--- config.mk ---
export PLATFORM = sky130hd
export DESIGN_NAME = trig_pulse_gen
export DESIGN_NICKNAME = d
export VERILOG_FILES = /design/src/rtl/tpg_pkg.sv /design/src/rtl/tpg_trig_sync.sv /design/src/rtl/tpg_phase_fsm.sv /design/src/rtl/trig_pulse_gen.sv
export SDC_FILE = /design/constraint.sdc
export NUM_CORES = 1
export LEC_CHECK = 0
export BUFFER_PORTS_ARGS = -buffer_cell sky130_fd_sc_hd__buf_4
export CORE_MARGIN = 2
export CORE_UTILIZATION = 49
export DETAILED_ROUTE_END_ITERATION = 7
export PLACE_DENSITY = 0.85
export SYNTH_ARGS = -nofsm -noshare
export SYNTH_HDL_FRONTEND = slang
export SYNTH_SLANG_ARGS = --single-unit
--- constraint.sdc ---
create_clock -name clk -period 2.2 [get_ports clk]
set_input_delay 0.22 -clock clk [delete_from_list [all_inputs] [get_ports clk]]
set_output_delay 0.22 -clock clk [all_outputs]
set_load 0.005 [all_outputs]
--- src/rtl/tpg_pkg.sv ---
package tpg_pkg;
  typedef enum logic [2:0] {
    ST_OFF   = 3'd0,
    ST_ARMED = 3'd1,
    ST_DELAY = 3'd2,
    ST_HIGH  = 3'd3,
    ST_LOW   = 3'd4
  } tpg_state_e;

  localparam int unsigned SYNC_DEPTH = 2;
endpackage

--- src/rtl/tpg_trig_sync.sv ---
module tpg_trig_sync #(
  parameter int unsigned STAGES = 2
) (
  input  logic clk,
  input  logic rst,
  input  logic trig_in,
  output logic trig_lvl,
  output logic trig_rise
);
  logic [STAGES-1:0] chain_q;
  logic              prev_q;

  genvar gi;
  generate
    for (gi = 0; gi < STAGES; gi++) begin : g_stage
      if (gi == 0) begin : g_first
        always_ff @(posedge clk) begin
          if (rst) chain_q[gi] <= 1'b0;
          else     chain_q[gi] <= trig_in;
        end
      end else begin : g_next
        always_ff @(posedge clk) begin
          if (rst) chain_q[gi] <= 1'b0;
          else     chain_q[gi] <= chain_q[gi-1];
        end
      end
    end
  endgenerate

  always_ff @(posedge clk) begin
    if (rst) prev_q <= 1'b0;
    else     prev_q <= chain_q[STAGES-1];
  end

  assign trig_lvl  = chain_q[STAGES-1];
  assign trig_rise = chain_q[STAGES-1] & ~prev_q;
endmodule

--- src/rtl/tpg_phase_fsm.sv ---
module tpg_phase_fsm
  import tpg_pkg::*;
#(
  parameter int unsigned CNT_W     = 8,
  parameter int unsigned MIN_DELAY = 2
) (
  input  logic             clk,
  input  logic             rst,
  input  logic             arm,
  input  logic             disarm,
  input  logic             rise,
  input  logic [CNT_W-1:0] delay_ticks,
  input  logic [CNT_W-1:0] high_ticks,
  input  logic [CNT_W-1:0] low_ticks,
  output tpg_state_e       st_q,
  output tpg_state_e       st_d,
  output logic             missed_q
);
  localparam logic [CNT_W-1:0] DLY_FLOOR = CNT_W'(MIN_DELAY);
  localparam logic [CNT_W-1:0] ONE       = CNT_W'(1);

  logic [CNT_W-1:0] cnt_q, cnt_d;
  logic             in_run;

  function automatic logic [CNT_W-1:0] first_count(input logic [CNT_W-1:0] v,
                                                   input logic [CNT_W-1:0] lo);
    return ((v < lo) ? lo : v) - ONE;
  endfunction

  assign in_run = (st_q == ST_DELAY) || (st_q == ST_HIGH) || (st_q == ST_LOW);

  always_comb begin
    st_d  = st_q;
    cnt_d = cnt_q;
    case (st_q)
      ST_OFF:   if (arm) st_d = ST_ARMED;
      ST_ARMED: if (rise) begin
        st_d  = ST_DELAY;
        cnt_d = first_count(delay_ticks, DLY_FLOOR);
      end
      ST_DELAY: if (cnt_q == '0) begin
        st_d  = ST_HIGH;
        cnt_d = first_count(high_ticks, ONE);
      end else cnt_d = cnt_q - ONE;
      ST_HIGH: if (cnt_q == '0) begin
        st_d  = ST_LOW;
        cnt_d = first_count(low_ticks, ONE);
      end else cnt_d = cnt_q - ONE;
      ST_LOW: if (cnt_q == '0) st_d = ST_ARMED;
              else cnt_d = cnt_q - ONE;
      default: st_d = ST_OFF;
    endcase
    if (disarm) begin
      st_d  = ST_OFF;
      cnt_d = '0;
    end
  end

  always_ff @(posedge clk) begin
    if (rst) begin
      st_q     <= ST_OFF;
      cnt_q    <= '0;
      missed_q <= 1'b0;
    end else begin
      st_q  <= st_d;
      cnt_q <= cnt_d;
      if (disarm)              missed_q <= 1'b0;
      else if (rise && in_run) missed_q <= 1'b1;
    end
  end
endmodule

--- src/rtl/trig_pulse_gen.sv ---
module trig_pulse_gen
  import tpg_pkg::*;
#(
  parameter int unsigned CNT_W = 8
) (
  input  logic             clk,
  input  logic             rst,
  input  logic             arm,
  input  logic             disarm,
  input  logic             trig_in,
  input  logic [CNT_W-1:0] delay_ticks,
  input  logic [CNT_W-1:0] high_ticks,
  input  logic [CNT_W-1:0] low_ticks,
  input  logic             idle_level,
  output logic             pulse_out,
  output logic             gated_out,
  output logic             busy,
  output logic             missed_edge
);
  logic       trig_lvl, trig_rise;
  tpg_state_e st_q, st_d;
  logic       active_d, busy_d;

  tpg_trig_sync #(.STAGES(SYNC_DEPTH)) u_sync (
    .clk      (clk),
    .rst      (rst),
    .trig_in  (trig_in),
    .trig_lvl (trig_lvl),
    .trig_rise(trig_rise)
  );

  tpg_phase_fsm #(.CNT_W(CNT_W), .MIN_DELAY(2)) u_fsm (
    .clk        (clk),
    .rst        (rst),
    .arm        (arm),
    .disarm     (disarm),
    .rise       (trig_rise),
    .delay_ticks(delay_ticks),
    .high_ticks (high_ticks),
    .low_ticks  (low_ticks),
    .st_q       (st_q),
    .st_d       (st_d),
    .missed_q   (missed_edge)
  );

  assign active_d = (st_d == ST_HIGH);
  assign busy_d   = (st_d == ST_DELAY) || (st_d == ST_HIGH) || (st_d == ST_LOW);

  always_ff @(posedge clk) begin
    if (rst) begin
      pulse_out <= idle_level;
      gated_out <= 1'b0;
      busy      <= 1'b0;
    end else begin
      pulse_out <= active_d ? ~idle_level : idle_level;
      gated_out <= active_d & trig_lvl;
      busy      <= busy_d;
    end
  end
endmodule

Word level (Yosys, flattened, before mapping)
Cells that the tools add are included.
{"block": "word_totals", "reg_bits": 18, "inputBits": 30, "out_inout_bits": 4, "elab_cells": 56}
{"block": "classes", "addsub": 4, "order_cmp": 3, "eq_ne": 9, "mux": 17, "n_bitwise": 4, "reduce_logical": 10}
{"operator": "two-way mux 8 bit", "count": 7}
{"operator": "case mux 8 bit (4 select lines)", "count": 1}
{"operator": "subtractor 8 x 1 -> 8 bit, second input constant", "count": 4}
{"operator": "two-way mux 3 bit", "count": 6}
{"operator": "less-than comparator 8 x 1 -> 1 bit, second input constant", "count": 2}
{"operator": "case mux 3 bit (5 select lines)", "count": 1}
{"operator": "equality test 3 x 2 -> 1 bit, second input constant", "count": 4}
{"operator": "logical NOT 8 bit", "count": 1}
{"operator": "less-than comparator 8 x 2 -> 1 bit, second input constant", "count": 1}
{"operator": "equality test 3 bit, second input constant", "count": 2}
{"operator": "logical OR 1 bit", "count": 4}
{"operator": "nonzero test 4 bit", "count": 1}
{"operator": "equality test 3 x 1 -> 1 bit, second input constant", "count": 1}
{"operator": "logical NOT 3 bit", "count": 1}
{"operator": "AND reduction 3 bit", "count": 1}
{"operator": "AND 1 bit", "count": 2}
{"operator": "two-way mux 1 bit", "count": 2}
{"operator": "!= test 2 x 1 -> 1 bit, second input constant", "count": 1}
{"operator": "!= test 2 bit, second input constant", "count": 1}
{"operator": "inverter 1 bit", "count": 2}
{"operator": "OR reduction 2 bit", "count": 1}
{"operator": "logical AND 1 bit", "count": 1}

Depth between registers and ports, before layout
{"block": "depth", "depth_word": 8, "ltp_mapped": 10, "depth_no_buf": 9}

Modules after synthesis
From an unflattened synthesis, not the netlist that was laid out.
{"block": "hier_totals", "hier_cells": 202, "hier_area_um2": 1560.2}
{"mod": "tpg_phase_fsm", "n_inst": 1, "cells_each": 186, "area_each_um2": 1363.8}
{"mod": "trig_pulse_gen", "n_inst": 1, "cells_each": 9, "area_each_um2": 108.9}
{"mod": "tpg_trig_sync", "n_inst": 1, "cells_each": 7, "area_each_um2": 87.6}

Worst setup path after synthesis
Ideal clock, no wire load.
{"block": "synth_path", "kind": "input-to-reg", "from": "in low_ticks[5]", "to": "reg u_fsm.cnt_q[4]", "setup_ns": 0.131, "t_arrival_ns": 2.072, "t_required_ns": 2.069, "path_slack_ns": -0.003, "path_stages": 10, "path_buffers": 1, "cell_sequence": "or4_1 > clkbuf_1 > nor4_1 > nor2_1 > ha_1 > nor3b_1 > xnor2_1 > mux2i_1 > a221oi_1 > a21oi_1"}
{"block": "synth_via", "elab_chain_cells": 5}
{"item": "start: declaration", "line": "trig_pulse_gen.sv:13", "rtl": "input logic [CNT_W-1:0] low_ticks,"}
{"item": "less-than comparator 8 x 1 -> 1 bit", "line": "tpg_phase_fsm.sv:27", "rtl": "return ((v < lo) ? lo : v) - ONE;"}
{"item": "two-way mux 8 bit", "line": "tpg_phase_fsm.sv:27"}
{"item": "subtractor 8 x 1 -> 8 bit", "line": "tpg_phase_fsm.sv:27"}
{"item": "two-way mux 8 bit", "line": "tpg_phase_fsm.sv:45", "rtl": "ST_HIGH: if (cnt_q == '0) begin"}
{"item": "case mux 8 bit (4 select lines)", "line": "tpg_phase_fsm.sv:35", "rtl": "case (st_q)"}
{"item": "end signal: assignment", "line": "tpg_phase_fsm.sv:66", "rtl": "cnt_q <= cnt_d;"}
{"item": "end: declaration", "line": "tpg_phase_fsm.sv:22", "rtl": "logic [CNT_W-1:0] cnt_q, cnt_d;"}
No other way between the ends.
A chain may end at the register's enable or synchronous reset.

Final worst setup path
{"block": "layout_path", "from": "reg u_fsm.cnt_q[0]", "to": "reg u_fsm.cnt_q[7]"}
{"block": "layout_via", "elab_chain_cells": 3, "elab_cells_between_ends": 8, "classes_between": "add/sub: 1; eq/ne: 1; mux: 4; reduce/logical: 2"}
{"item": "subtractor 8 x 1 -> 8 bit or logical NOT 8 bit (tied branches)"}
{"item": "two-way mux 8 bit (tied with other cells)", "line": "tpg_phase_fsm.sv:49", "rtl": "ST_LOW: if (cnt_q == '0) st_d = ST_ARMED;"}
{"item": "case mux 8 bit (4 select lines) or AND reduction 3 bit (tied branches)"}
Several ways; a longest one is shown, not always the timed one. The select of a mux whose other input is x is not followed.

==> implementation parameters <==
Parameter                              Value

Run status
  Status ... completed

Synth
  Most common flop cell mapped by yosys ... sky130_fd_sc_hd__dfxtp_1
  Part of the Yosys area used for sequential elements ... 22.2%
  Flop and latch count out of synthesis ... 18
  Post-Synthesis Cells ... roughly 210
  Post-synth cell types ... 63
  Total nets after synthesis ... 240
  Mapped Area ... 0.00162 sq mm
  Mapped Avg Cell Area ... 7.90 sq um
  Total of warnings raised by yosys ... 0
  Share of synthesized flip-flops with an asynchronous set or reset ... 0%
  Number of flops mapped to enable cells by yosys ... 0

Global route
  Number of antenna violations at the first check in global routing ... 0
  Final global-route overflow total ... 0
  Via count of the first global-routing pass ... 1732
  Gr usage total ... approximately a quarter
  Largest net degree at the start of global routing ... 18
  First-pass GRT wire length ... 7470 um

Power
  Power density normalized to cell area ... 355 mW/mm^2
  Overall power consumption ... 0.000741 W
  Worst vdd rail ir drop ... 233 uV
  Reported leakage power ... 0.839 nW

CTS
  CTS HTree Levels ... 1
  Clock Latency Late Sink ... 300 ps
  Clock buffer count from CTS ... 3
  Buffer levels on the longest clock path ... 2
  Num Clock Sinks ... 18
  Post-CTS clock slew at the launch and capture registers of the worst setup and hold paths ... around 110 ps
  Total of hold buffers inserted after clock tree synthesis ... 0
  Post-CTS Setup Repair Bufs ... 0
  CTS tree ... built
  Resized cells post-CTS ... 0
  Root buf cell ... sky130_fd_sc_hd__clkbuf_4

Worst setup path
  Setup Crit Path Kind ... reg2reg
  Crit path cell chain ... inv_1 -> ha_1 -> or3b_2 -> nor3_4 -> o21ai_1 -> and3b_1 -> a21oi_1
  Reg-to-Reg Start ... u_fsm.cnt_q[0]
  Critical path capture point ... u_fsm.cnt_q[7]
  Highest net fanout along the worst path ... 6
  R2R depth ... 7
  End of the worst register-to-register path ... u_fsm.cnt_q[7]
  Crit path required time ... 2440 ps
  Arrival time of the worst setup path ... 2290 ps
  Path length in cells of the critical path ... 7
  Kind of launch point of the worst setup path ... register
  FF-to-FF setup slack ... 150 ps
  Largest delay contributor family on the critical path ... simple AND/OR/NAND/NOR gates
  Cell with the largest stage delay on the worst path ... sky130_fd_sc_hd__or3b_2
  Delay contributed by the slowest stage of the critical path ... ~560 ps
  Sum of buffers and inverters on the critical path ... 1
  Launching instance or port of the critical path ... u_fsm.cnt_q[0]
  Category of the worst setup path capture point ... register

Layout
  Sequential cell area ... 360 sq um
  Count of filler cells inserted in the layout ... slightly below 300
  Most common cell after layout, fill and taps aside ... sky130_fd_sc_hd__buf_4
  Final Instance Area ... 0.00209 sq mm
  Post-route core utilization ... approximately two thirds
  Combined area of the multi-input logic cells ... around 0.0012 sq mm
  Diode insertion count for antenna repair ... 0
  Growth of design area from synthesis to finish ... 28.9%
  Final non-filler cell total ... 298
  Share of layout cells above drive strength 1 ... 29.1%
  Most frequent cells in the layout ... 54 x sky130_fd_sc_hd__buf_4, 18 x sky130_fd_sc_hd__dfxtp_1, 17 x sky130_fd_sc_hd__nor2_1
  Nets ... 290

Routing
  Number of remaining DRC errors ... 0
  Total via count in the routed design ... between 1500 and 2000
  Number of DRC markers after the initial detailed-route iteration ... 166
  Total iterations of the first detailed-routing run ... 4
  Vias per cell ... 6.19
  Antenna violation net count after detailed routing ... 0
  Final wirelength ... about 4600 um
  WL per Instance ... 15.6 um

STA
  Final clock period utilization by the worst path ... 93.1%
  Worst Max-Slew Pin Slew ... 505 ps
  Setup-violating endpoint count in the final report ... 0
  Worst Setup Slack, final ... 153 ps
  Fmax achieved ... 488 MHz
  Setup repair after global routing missed its margin ... false
  Hold Vio Cnt, Final ... 0
  Final Max Slew Viols ... 0
  Final critical path time including I/O delays and setup ... about 2000 ps
  Remaining max-slew budget at the tightest pin ... 66.1%
  Worst Skew ... 7.39 ps

Hold path
  Worst hold path type ... in2reg

Place
  Pre-CTS setup slack ... -127 ps
  HPWL reported at the end of detailed placement ... 3610 um
  Number of port buffers ... 33
  Cell count after placement ... slightly below 300
  Standard cell area after detailed placement ... 0.00205 sq mm
  Final weighted congestion in routability-driven placement ... about 1

Die
  Die extent in x ... 61.5 um
  DIE AREA ... 0.00378 sq mm
  Placeable Area ... 0.00310 sq mm
  Initial Util ... between 50 and 60%
  IO Pins ... 34
  Std cell rows ... 20
  Die Y-Extent ... between 60 and 70 um

Flow run
  Maximum Capacitance Violations ... 0
[per-stage QoR]
stage / TNS (ps) / hold slack (ps)
2_1_floorplan: 0 / 287
3_3_place_gp: -19.6 / 409
3_5_place_dp: -211 / 421
4_1_cts: 0 / 98.6
5_1_grt: 0 / 87.6
6_report: 0 / 102
[synthesized netlist by cell type (all sizes together) (4+ instances only)]
master / n / area [sq um]
nor2b: 4 / 25.0
o21ai: 19 / 106
a21oi: 14 / 70.1
nor3: 6 / 41.3
or4: 5 / 41.3
xnor2: 9 / 78.8
nor3b: 6 / 56.3
dfxtp: 18 / 360
inv: 10 / 37.5
a2111oi: 4 / 41.3
ha: 5 / 62.6
clkbuf: 7 / 26.3
nor4: 5 / 37.5
nor2: 18 / 70.1
nand2: 13 / 51.3
o311ai: 4 / 35.0
[how the worst min path moves through the flow]
stage / start / to / slack, ps / depth (start not counted)
2_1_floorplan: rst / u_sync.prev_q / 290 / 1
3_5_place_dp: rst / u_sync.prev_q / 420 / 2
6_report: idle_level / pulse_out / 100 / 2
5_1_grt: rst / u_sync.trig_lvl / 90 / 2
4_1_cts: rst / u_sync.prev_q / 100 / 2
3_3_place_gp: rst / u_sync.prev_q / 410 / 2
[worst reg2reg max path, cell delays in order (launching register included)]
cell	delay, ps
sky130_fd_sc_hd__dfxtp_1	340
sky130_fd_sc_hd__inv_1	80
sky130_fd_sc_hd__ha_1	190
sky130_fd_sc_hd__or3b_2	560
sky130_fd_sc_hd__nor3_4	330
sky130_fd_sc_hd__o21ai_1	150
sky130_fd_sc_hd__and3b_1	200
sky130_fd_sc_hd__a21oi_1	140
[power by group]
part / switching (W) / internal (W) / total, W
Clock: 0.000110 / 0.000101 / 0.000211
Sequential: 0.00000421 / 0.000331 / 0.000335
Combinational: 0.0000956 / 0.0000994 / 0.000195
Total: 0.000210 / 0.000531 / 0.000741
[cell type report]
class                   instances  share of cell area [%]
clock buffers                   4                    1.74
flip-flops and latches         18                    17.3
inverters                      10                    1.80
well taps                      44                    2.64
multi-input cells             168                    57.2
repair buffers                 54                    19.4
[cell families (layout without fill, tap and decap cells)]
kind of cell             Yosys count  after routing  synth area share, %
adder cells (fa/ha/maj)            5              5                 3.86
flip-flops                        18             18                 22.2
XOR/XNOR                          12             12                 6.49
multiplexers                       2              2                 1.24
AND/OR/NAND/NOR                   77             77                 28.6
AO/OA/AOI/OAI                     72             72                 32.7
buffers and inverters             19             68                 4.87
[metal layers]
metal	track usage, %	routed length, um	vias to the layer above
met5	0	0	-
met4	9.12	68	0
met3	5.04	310	10
met2	43.8	2220	84
met1	33.8	2050	867
li1	-	-	883
[flip-flops by register name, indices dropped and copies added, names as in the netlist]
signal and flops:
u_sync.trig_lvl 1, u_fsm.cnt_q 8, gated_out 1, u_sync.chain_q 1, pulse_out 1, u_sync.prev_q 1, u_fsm.st_q 3, busy 1
u_fsm.missed_q 1
Note: power is estimated with default switching activity, not from simulation.
